===== config.mk =====
export PLATFORM = sky130hd
export DESIGN_NAME = suspect_bisect
export DESIGN_NICKNAME = d
export VERILOG_FILES = /design/src/rtl/bsc_pkg.sv /design/src/rtl/bsc_split.sv /design/src/rtl/bsc_stack.sv /design/src/rtl/suspect_bisect.sv
export SDC_FILE = /design/constraint.sdc
export NUM_CORES = 1
export LEC_CHECK = 0
export BUFFER_PORTS_ARGS = -buffer_cell sky130_fd_sc_hd__buf_4
export CAP_MARGIN = 0
export CORE_UTILIZATION = 25
export CTS_CLUSTER_DIAMETER = 200
export CTS_CLUSTER_SIZE = 40
export DETAILED_ROUTE_END_ITERATION = 16
export GPL_TIMING_DRIVEN = 0
export SYNTH_ARGS = -nofsm -noshare
export SYNTH_HDL_FRONTEND = slang
export SYNTH_SLANG_ARGS = --single-unit

===== constraint.sdc =====
create_clock -name clk -period 6.3 [get_ports clk]
set_clock_uncertainty 0.05 [all_clocks]
set_input_delay 0.63 -clock clk [delete_from_list [all_inputs] [get_ports clk]]
set_output_delay 0.63 -clock clk [all_outputs]
set_load 0.01 [all_outputs]

===== src/rtl/bsc_pkg.sv =====
package bsc_pkg;

   typedef enum logic [1:0] {
      ST_IDLE  = 2'd0,
      ST_POP   = 2'd1,
      ST_REQ_A = 2'd2,
      ST_REQ_B = 2'd3
   } bsc_state_e;

   function automatic int bsc_rows(input int cells, input int per_row);
      return cells / per_row;
   endfunction

endpackage


===== src/rtl/bsc_split.sv =====
module bsc_split #(
   parameter int N    = 8,
   parameter int COLS = 2
) (
   input  logic [N-1:0]             group_i,
   output logic [N-1:0]             sub_a_o,
   output logic [N-1:0]             sub_b_o,
   output logic [$clog2(N+1)-1:0]   cells_o,
   output logic [$clog2(N+1)-1:0]   rows_o
);
   localparam int NROW = bsc_pkg::bsc_rows(N, COLS);

   logic [NROW-1:0] occ;

   generate
      if (COLS == 1) begin : g_flat
         assign occ = group_i;
      end else begin : g_rows
         for (genvar r = 0; r < NROW; r++) begin : g_r
            assign occ[r] = |group_i[r*COLS +: COLS];
         end
      end
   endgenerate

   always_comb begin
      cells_o = '0;
      for (int i = 0; i < N; i++) begin
         if (group_i[i]) cells_o = cells_o + 1'b1;
      end
   end

   always_comb begin
      rows_o = '0;
      for (int r = 0; r < NROW; r++) begin
         if (occ[r]) rows_o = rows_o + 1'b1;
      end
   end

   // lower half of the occupied rows (rounded down) forms subset A
   always_comb begin
      int half;
      int taken;
      half    = int'(rows_o) / 2;
      taken   = 0;
      sub_a_o = '0;
      for (int r = 0; r < NROW; r++) begin
         if (occ[r]) begin
            if (taken < half) sub_a_o[r*COLS +: COLS] = group_i[r*COLS +: COLS];
            taken = taken + 1;
         end
      end
      sub_b_o = group_i & ~sub_a_o;
   end

endmodule


===== src/rtl/bsc_stack.sv =====
module bsc_stack #(
   parameter int W     = 8,
   parameter int DEPTH = 8
) (
   input  logic                       clk,
   input  logic                       rst_n,
   input  logic                       clear_i,
   input  logic                       pop_i,
   input  logic                       push_lo_en_i,
   input  logic [W-1:0]               push_lo_i,
   input  logic                       push_hi_en_i,
   input  logic [W-1:0]               push_hi_i,
   output logic [W-1:0]               top_o,
   output logic                       empty_o,
   output logic [$clog2(DEPTH+1)-1:0] level_o
);
   localparam int LW = $clog2(DEPTH+1);

   logic [W-1:0]  mem [DEPTH];
   logic [LW-1:0] lvl;
   logic [LW-1:0] base;
   int            hi_slot;

   assign base    = clear_i ? '0 : lvl;
   assign hi_slot = int'(base) + (push_lo_en_i ? 1 : 0);

   always_ff @(posedge clk or negedge rst_n) begin
      if (!rst_n) begin
         lvl <= '0;
      end else if (pop_i) begin
         lvl <= base - 1'b1;
      end else begin
         lvl <= base + LW'(push_lo_en_i) + LW'(push_hi_en_i);
      end
   end

   always_ff @(posedge clk) begin
      for (int i = 0; i < DEPTH; i++) begin
         if (push_lo_en_i && i == int'(base)) mem[i] <= push_lo_i;
         if (push_hi_en_i && i == hi_slot)    mem[i] <= push_hi_i;
      end
   end

   always_comb begin
      top_o = '0;
      for (int i = 0; i < DEPTH; i++) begin
         if (i == int'(lvl) - 1) top_o = mem[i];
      end
   end

   assign empty_o = (lvl == '0);
   assign level_o = lvl;

endmodule


===== src/rtl/suspect_bisect.sv =====
module suspect_bisect
   import bsc_pkg::*;
#(
   parameter int N_CELLS   = 8,
   parameter int ROW_CELLS = 2
) (
   input  logic               clk,
   input  logic               rst_n,
   input  logic               start,
   input  logic [N_CELLS-1:0] tile_mask,
   output logic               req_valid,
   output logic [N_CELLS-1:0] req_mask,
   input  logic               rsp_valid,
   input  logic               rsp_pass,
   output logic               busy,
   output logic               done,
   output logic [N_CELLS-1:0] fault_mask,
   output logic [N_CELLS-1:0] handoff_mask
);
   localparam int CW = $clog2(N_CELLS+1);

   generate
      if (N_CELLS < 2) begin : g_bad_cells
         $error("suspect_bisect: N_CELLS must be at least 2");
      end
      if (ROW_CELLS < 1 || (N_CELLS % ROW_CELLS) != 0) begin : g_bad_rows
         $error("suspect_bisect: ROW_CELLS must divide N_CELLS");
      end
   endgenerate

   bsc_state_e         state;
   logic [N_CELLS-1:0] grp_top;
   logic               stk_empty;
   logic [CW-1:0]      stk_lvl;
   logic [N_CELLS-1:0] split_a;
   logic [N_CELLS-1:0] split_b;
   logic [CW-1:0]      grp_cells;
   logic [CW-1:0]      grp_rows;

   logic [N_CELLS-1:0] sub_a_q;
   logic [N_CELLS-1:0] sub_b_q;
   logic [N_CELLS-1:0] parent_q;
   logic               a_fail_q;
   logic [N_CELLS-1:0] fault_q;
   logic [N_CELLS-1:0] hand_q;
   logic               done_q;

   logic               stk_clear;
   logic               stk_pop;
   logic               push_lo_en;
   logic [N_CELLS-1:0] push_lo;
   logic               push_hi_en;
   logic               rsp_b;

   assign stk_clear  = (state == ST_IDLE) && start;
   assign rsp_b      = (state == ST_REQ_B) && rsp_valid;
   assign push_lo_en = stk_clear ? (tile_mask != '0) : (rsp_b && !rsp_pass);
   assign push_lo    = stk_clear ? tile_mask : sub_b_q;
   assign push_hi_en = rsp_b && a_fail_q;
   assign stk_pop    = (state == ST_POP) && !stk_empty;

   bsc_stack #(.W(N_CELLS), .DEPTH(N_CELLS)) u_stack (
      .clk          (clk),
      .rst_n        (rst_n),
      .clear_i      (stk_clear),
      .pop_i        (stk_pop),
      .push_lo_en_i (push_lo_en),
      .push_lo_i    (push_lo),
      .push_hi_en_i (push_hi_en),
      .push_hi_i    (sub_a_q),
      .top_o        (grp_top),
      .empty_o      (stk_empty),
      .level_o      (stk_lvl)
   );

   bsc_split #(.N(N_CELLS), .COLS(ROW_CELLS)) u_split (
      .group_i (grp_top),
      .sub_a_o (split_a),
      .sub_b_o (split_b),
      .cells_o (grp_cells),
      .rows_o  (grp_rows)
   );

   always_ff @(posedge clk or negedge rst_n) begin
      if (!rst_n) begin
         state    <= ST_IDLE;
         sub_a_q  <= '0;
         sub_b_q  <= '0;
         parent_q <= '0;
         a_fail_q <= 1'b0;
         fault_q  <= '0;
         hand_q   <= '0;
         done_q   <= 1'b0;
      end else begin
         case (state)
            ST_IDLE: begin
               if (start) begin
                  fault_q <= '0;
                  hand_q  <= '0;
                  done_q  <= 1'b0;
                  state   <= ST_POP;
               end
            end
            ST_POP: begin
               if (stk_empty) begin
                  done_q <= 1'b1;
                  state  <= ST_IDLE;
               end else if (grp_cells == CW'(1)) begin
                  fault_q <= fault_q | grp_top;
               end else if (grp_rows <= CW'(1)) begin
                  hand_q <= hand_q | grp_top;
               end else begin
                  sub_a_q  <= split_a;
                  sub_b_q  <= split_b;
                  parent_q <= grp_top;
                  state    <= ST_REQ_A;
               end
            end
            ST_REQ_A: begin
               if (rsp_valid) begin
                  a_fail_q <= !rsp_pass;
                  state    <= ST_REQ_B;
               end
            end
            default: begin
               if (rsp_valid) begin
                  if (!a_fail_q && rsp_pass) fault_q <= fault_q | parent_q;
                  state <= ST_POP;
               end
            end
         endcase
      end
   end

   assign req_valid    = (state == ST_REQ_A) || (state == ST_REQ_B);
   assign req_mask     = (state == ST_REQ_A) ? sub_a_q :
                         (state == ST_REQ_B) ? sub_b_q : '0;
   assign busy         = (state != ST_IDLE);
   assign done         = done_q;
   assign fault_mask   = fault_q;
   assign handoff_mask = hand_q;

endmodule


==> results of run 1 <==
-- critical path: cells and delay by family (launching register included) --
kind	cells	cell delay [ps]
AOI/OAI and AO/OA	10	1800
xor gates and xnor gates	2	410
adders and majority gates	6	1540
buffers and inverters	8	930
DFF	1	400
muxes	2	480
and+or+nand+nor	6	390
-- kinds of logic after synthesis --
logic type | synth area share (%)
simple gates | 15.8
xor+xnor | 2.50
buf+inv | 3.77
mux | 11.6
compound gates | 17.2
fa+ha+maj | 5.17
flops | 43.9
other cells | 0.0527
-- per-layer routing --
metal,wire length (um),vias to the layer above,track usage [%]
met1,9810,2891,19.3
met4,433,0,5.17
met3,1100,31,2.50
li1,-,2744,-
met5,0,-,0
met2,10200,175,23.8
-- through the flow --
step                      setup TNS, ps  worst slack, ps  hold slack (ps)  cell area (sq um)
final                                 0              175              214               8850
after global routing              -1430            -90.4              264               8850
after global placement           -45740            -1190              435               7880
after floorplan                       0             15.7              284               7110
after detailed placement         -49500            -1300              445               7880
after CTS                             0             1.55              234               8520
-- area by class of cell --
class / count / share of cell area (%)
Sequential cell: 112 / 35.3
Buffer: 38 / 3.29
Inverter: 25 / 1.19
Multi-Input combinational cell: 529 / 44.6
Clock buffer: 10 / 2.83
Clock inverter: 6 / 0.735
Tap cell: 378 / 5.34
Timing Repair Buffer: 74 / 6.76
-- how the worst max path moves through the flow --
stage	from	end	slack, ps	cells past startpoint
after detailed placement	u_stack.level_o[2]	fault_mask[6]	-1300	32
final	u_stack.level_o[2]	sub_b_q[4]	180	34
after global routing	u_stack.level_o[0]	sub_a_q[2]	-90	34
after floorplan	u_stack.level_o[2]	parent_q[3]	20	34
after CTS	u_stack.level_o[2]	sub_a_q[2]	2	32
after global placement	u_stack.level_o[2]	sub_b_q[0]	-1190	34
-- timing repair --
action	4_1_cts	5_1_grt
setup endpoints to repair	42	42
hold buffers	0	0
pin swaps	7	21
buffers inserted	12	21
gates cloned	0	2
resized for setup	57	31
-- registers in the layout (all words and copies together), names as in the netlist --
register / count
state: 2
u_stack.mem: 64
done: 1
u_stack.level_o: 4
sub_a_q: 8
parent_q: 8
a_fail_q: 1
sub_b_q: 8
fault_mask: 8
handoff_mask: 8
-- cells in the final DEF (no fill, tap or decap), drive strengths merged, types with 3 or more instances in the layout --
| master | netlist | final |
|---|---|---|
| and3 | 6 | 6 |
| a31oi | 12 | 12 |
| mux2i | 15 | 15 |
| ha | 27 | 27 |
| clkbuf | 26 | 37 |
| buf | 12 | 85 |
| dfrtp | 48 | 48 |
| a21boi | 5 | 5 |
| nand3b | 4 | 4 |
| edfxtp | 64 | 64 |
| xnor2 | 10 | 10 |
| a211oi | 9 | 9 |
| nor4 | 7 | 7 |
| a22oi | 3 | 3 |
| a32o | 8 | 8 |
| o22ai | 5 | 5 |
| o2bb2ai | 3 | 3 |
| or3b | 3 | 3 |
| nor3b | 6 | 6 |
| nand3 | 9 | 9 |
| a21oi | 59 | 59 |
| nand2 | 68 | 68 |
| o21a | 9 | 9 |
| a21o | 17 | 17 |
| mux2 | 55 | 55 |
| xor2 | 5 | 5 |
| and2 | 5 | 5 |
| o21ai | 24 | 24 |
| or2 | 4 | 4 |
| nand2b | 9 | 9 |
| nor2b | 6 | 6 |
| nor3 | 10 | 10 |
| clkinv | 1 | 4 |
| inv | 24 | 26 |
| nor2 | 82 | 82 |
==> qor.csv, run 1 <==
stage;metric;value;unit
timing;fmax;163;MHz
synthesis;Yosys top cell by area;edfxtp_1;
synthesis;synthesized area;7110;sq um
final_layout;Reg area;3130;sq um
final_layout;Nets;830;
synthesis;post-synthesis sequential area ratio;43.9;%
synthesis;asr flop ratio synth;42.9;%
synthesis;Yosys warning total;0;
timing;count of final setup violators;0;
final_layout;fill count;2823;
worst_setup_path;CP dominant cell by count;ha_4;
timing;RSZ-0062 raised after global routing;true;
final_layout;layout cells sized above 1;27.5;%
grt;largest net degree at the start of global routing;49;
final_layout;Antenna diodes;0;
floorplan;Top Ports;40;
grt;vias in the first global route;5585;
worst_setup_path;CP arrival;6330;ps
routing;WL final;21500;um
run;Max Cap Viol;0;
timing;Slew Viols, Final;0;
clock_network;clk root buf;clkbuf_16;
synthesis;ys flop type;edfxtp_1;
routing;drc violations;0;
synthesis;Post-Syn Area per Cell;10.1;sq um
routing;vias per cell;4.98;
clock_network;clk buf depth;2;
worst_setup_path;CP endpoint kind;flop;
routing;DRT Pass-1 Iters;5;
routing;via count;5841;
synthesis;top post-synthesis cells by count;nor2_1, nand2_1, edfxtp_1, a21oi_1, dfrtp_1;
grt;total track usage;14.6;%
routing;Initial DRC Count;508;
routing;drt wl/cell;18.3;um
floorplan;Die Footprint;29100;sq um
worst_setup_path;R2R Path End;sub_b_q[4];
timing;Least-Margin Pin Slew;1090;ps
synthesis;EDFF count, synth;64;
clock_network;H-tree lvl count;3;
clock_network;clock latency at the later pin of the worst-skew pair;370;ps
timing;crit path time final;6120;ps
floorplan;FP Rows;61;
grt;initial antenna violation count;0;
worst_setup_path;worst endpoint required time;6510;ps
synthesis;synth top area cells;edfxtp_1, dfrtp_1, mux2_2;
placed_design;port buffer count;39;
worst_setup_path;Crit-path slowest cell;dfrtp_1;
routing;Routed Antenna Nets;0;
timing;Final Hold Fails;0;
synthesis;synthesized net count;745;
floorplan;DIE HEIGHT;171;um
placed_design;HPWL Detailed;15800;um
worst_setup_path;CP startpoint kind;flop;
final_layout;Synth-to-Final Area Change;24.5;%
status;outcome;finished clean;
worst_setup_path;cells on worst reg2reg path;34;
worst_setup_path;R2R Setup Slk;180;ps
final_layout;multi-input logic area;3950;sq um
final_layout;fin cells;1172;
worst_setup_path;CP max stage delay;400;ps
timing;Worst slew margin;26.6;%
clock_network;clk sinks;112;
worst_setup_path;worst-path maximum fanout;10;
floorplan;Die W;171;um
clock_network;CTS tree;yes;
synthesis;most frequent cell after synthesis;nor2_1;
floorplan;Initial Util;25.5;%
worst_setup_path;worst setup path class;flop to flop;
clock_network;CTS Buf Count;9;
grt;first-pass GRT wire length;32000;um
placed_design;Cells after DPL;1121;
synthesis;Synth cell types;79;
placed_design;gpl congestion;0.879;
floorplan;area of the core;27900;sq um
synthesis;Mapped Cells;704;
synthesis;top cell type's share of synthesized area;27.0;%
grt;GRT Residual Overflow;0;
final_layout;Layout Utilization;31.8;%
timing;period utilization;97.2;%
clock_network;clock transition at the registers of the reported paths;80;ps
min_path;Worst Hold Class;input port to async pin;
worst_setup_path;Reg-to-Reg Start;u_stack.level_o[2];
synthesis;#FFs+latches synth;112;
Power of run 1 is not shown: default switching activity piles up to over one toggle a cycle in this logic, so the estimate is an artifact.
==> inputs of run 2 (changes only) <==
SKIP_LAST_GASP = 1   (was unset)
clock period = 5.74 ns   (was 6.3 ns; I/O delays follow)
==> run 2 against run 1 <==
Compared with the run above: setup slack got worse by 580 ps; final cell count increased by 0.77%; fmax decreased by 0.36%; core utilization increased by 0.72 points; the run now ends with negative setup slack left; non-clock buffer count increased by 8; cell area increased by 2.3%; highest routed layer unchanged; first-iteration DRC count decreased by 22%; global-route usage increased by 0.68 points; sequential share of layout area decreased by 0.79 points.
==> qor.csv, run 2 (synthesis results as in run 1) <==
stage;metric;value;unit;change
status;outcome;finished with violations;;was finished clean
status;failing checks;negative setup slack;;
final_layout;Antenna diodes;0;;unchanged
final_layout;leading cell type in the layout, fill and taps excluded;nor2_1;;unchanged
floorplan;Initial Util;25.5;%;unchanged
timing;crit path time final;6150;ps;was 6120 ps
timing;Least-Margin Pin Slew;1210;ps;was 1090 ps
worst_setup_path;Reg-to-Reg Start;u_stack.level_o[0];;was u_stack.level_o[2]
routing;via count;5975;;was 5841
grt;vias in the first global route;5933;;was 5585
worst_setup_path;worst endpoint required time;5950;ps;was 6510 ps
timing;period utilization;107;%;was 97.2%
floorplan;Die Footprint;29100;sq um;unchanged
placed_design;DP Worst Slack;-1270;ps;was -1300 ps
worst_setup_path;worst-path maximum fanout;10;;unchanged
clock_network;H-tree lvl count;3;;unchanged
grt;total track usage;15.3;%;was 14.6%
floorplan;area of the core;27900;sq um;unchanged
routing;vias per cell;5.06;;was 4.98
placed_design;port buffer count;39;;unchanged
clock_network;clk buf depth;2;;unchanged
placed_design;gpl congestion;0.895;;was 0.879
floorplan;Die W;171;um;unchanged
worst_setup_path;worst setup path class;flop to flop;;unchanged
grt;largest net degree at the start of global routing;49;;unchanged
timing;setup ws final;-407;ps;was 175 ps
timing;Final Hold Fails;0;;unchanged
final_layout;fill count;2844;;was 2823
worst_setup_path;Crit-path slowest cell;or4_4;;was dfrtp_1
routing;Initial DRC Count;397;;was 508
worst_setup_path;CP startpoint kind;flop;;unchanged
timing;RSZ-0062 raised after global routing;true;;unchanged
worst_setup_path;Worst Setup SP;u_stack.level_o[0];;was u_stack.level_o[2]
timing;setup tns final;-10190;ps;was 0 ps
run;Max Cap Viol;0;;unchanged
timing;Worst slew margin;19.1;%;was 26.6%
clock_network;clock transition at the registers of the reported paths;80;ps;about the same
routing;WL final;22000;um;was 21500 um
clock_network;CTS Buf Count;9;;unchanged
clock_network;clock latency at the later pin of the worst-skew pair;380;ps;was 370 ps
worst_setup_path;CP dominant cell by count;ha_4;;unchanged
floorplan;DIE HEIGHT;171;um;unchanged
clock_network;clk sinks;112;;unchanged
timing;fmax;163;MHz;about the same
clock_network;clk root buf;clkbuf_16;;unchanged
final_layout;Nets;839;;was 830
routing;Routed Antenna Nets;0;;unchanged
timing;count of final setup violators;42;;was 0
grt;initial antenna violation count;0;;unchanged
routing;drc violations;0;;unchanged
floorplan;FP Rows;61;;unchanged
timing;Slew Viols, Final;0;;unchanged
final_layout;most frequent cells in the layout;nor2_1, buf_4, nand2_1, edfxtp_1, a21oi_1;;was nor2_1, buf_4, nand2_1
placed_design;HPWL Detailed;15500;um;was 15800 um
final_layout;most flop-heavy register;u_stack.mem;;unchanged
routing;drt wl/cell;18.6;um;was 18.3 um
worst_setup_path;CP endpoint kind;flop;;unchanged
floorplan;Top Ports;40;;unchanged
worst_setup_path;CP arrival;6350;ps;was 6330 ps
grt;GRT Residual Overflow;0;;unchanged
clock_network;hold-fix buffers at CTS;0;;unchanged
worst_setup_path;CP max stage delay;490;ps;was 400 ps
routing;DRT Pass-1 Iters;5;;unchanged
final_layout;Synth-to-Final Area Change;27.3;%;was 24.5%
final_layout;layout cells sized above 1;29.8;%;was 27.5%
final_layout;max FFs per register;64;;unchanged
final_layout;Layout Utilization;32.5;%;was 31.8%
grt;first-pass GRT wire length;33400;um;was 32000 um
clock_network;CTS tree;yes;;unchanged
min_path;Worst Hold Class;input port to async pin;;unchanged
[run 2: area by class of cell]
cell class	count	area, sq um	area share (%)
multi-input cells	530	4050	44.7
flip-flops and latches	112	3120	34.5
repair buffers	83	694	7.67
well taps	378	473	5.22
plain buffers	37	313	3.45
clock buffers	9	225	2.49
inverters	25	111	1.23
clock inverters	7	67.6	0.746
[run 2: per-stage QoR]
stage | hold slack, ps | area (sq um) | std cells
after floorplan | 228 | 7250 | 704
after global routing | 228 | 9050 | 1181
after detailed placement | 436 | 8020 | 1121
final | 164 | 9050 | 1181
after global placement | 434 | 8020 | 1121
after CTS | 197 | 8880 | 1170
[run 2: final timing paths]
path / end / slack (ps) / cells past startpoint
min in group clk: a_fail_q / 360 / 2
max in group asynchronous: u_stack.level_o[3] / 5000 / 1
max reg2reg: sub_b_q[7] / -410 / 33
max: sub_b_q[7] / -410 / 33
min: handoff_mask[3] / 160 / 1
min reg2reg: handoff_mask[1] / 460 / 1
[run 2: what timing repair did]
action                                  CTS  global route
gates resized for setup                  53            20
pin swaps                                25            22
cloned                                    2             0
endpoints found under the setup margin   42            42
buffers inserted                         32            12
[run 2: per-layer routing]
layer  global-route usage, %  routed length (um)
met1                    18.6                9370
met2                    26.3               10900
met3                    2.57                1030
met4                    6.74                 684
met5                       0                   0
[run 2: critical path, delay by kind of cell, from the launching register on]
family | cells | cell delay, ps
flip-flops | 1 | 420
AO/OA/AOI/OAI | 8 | 1790
multiplexers | 1 | 290
adder cells (fa/ha/maj) | 5 | 1280
buffers and inverters | 10 | 1070
AND/OR/NAND/NOR | 9 | 1120
Power of run 2 is left out for the same reason.
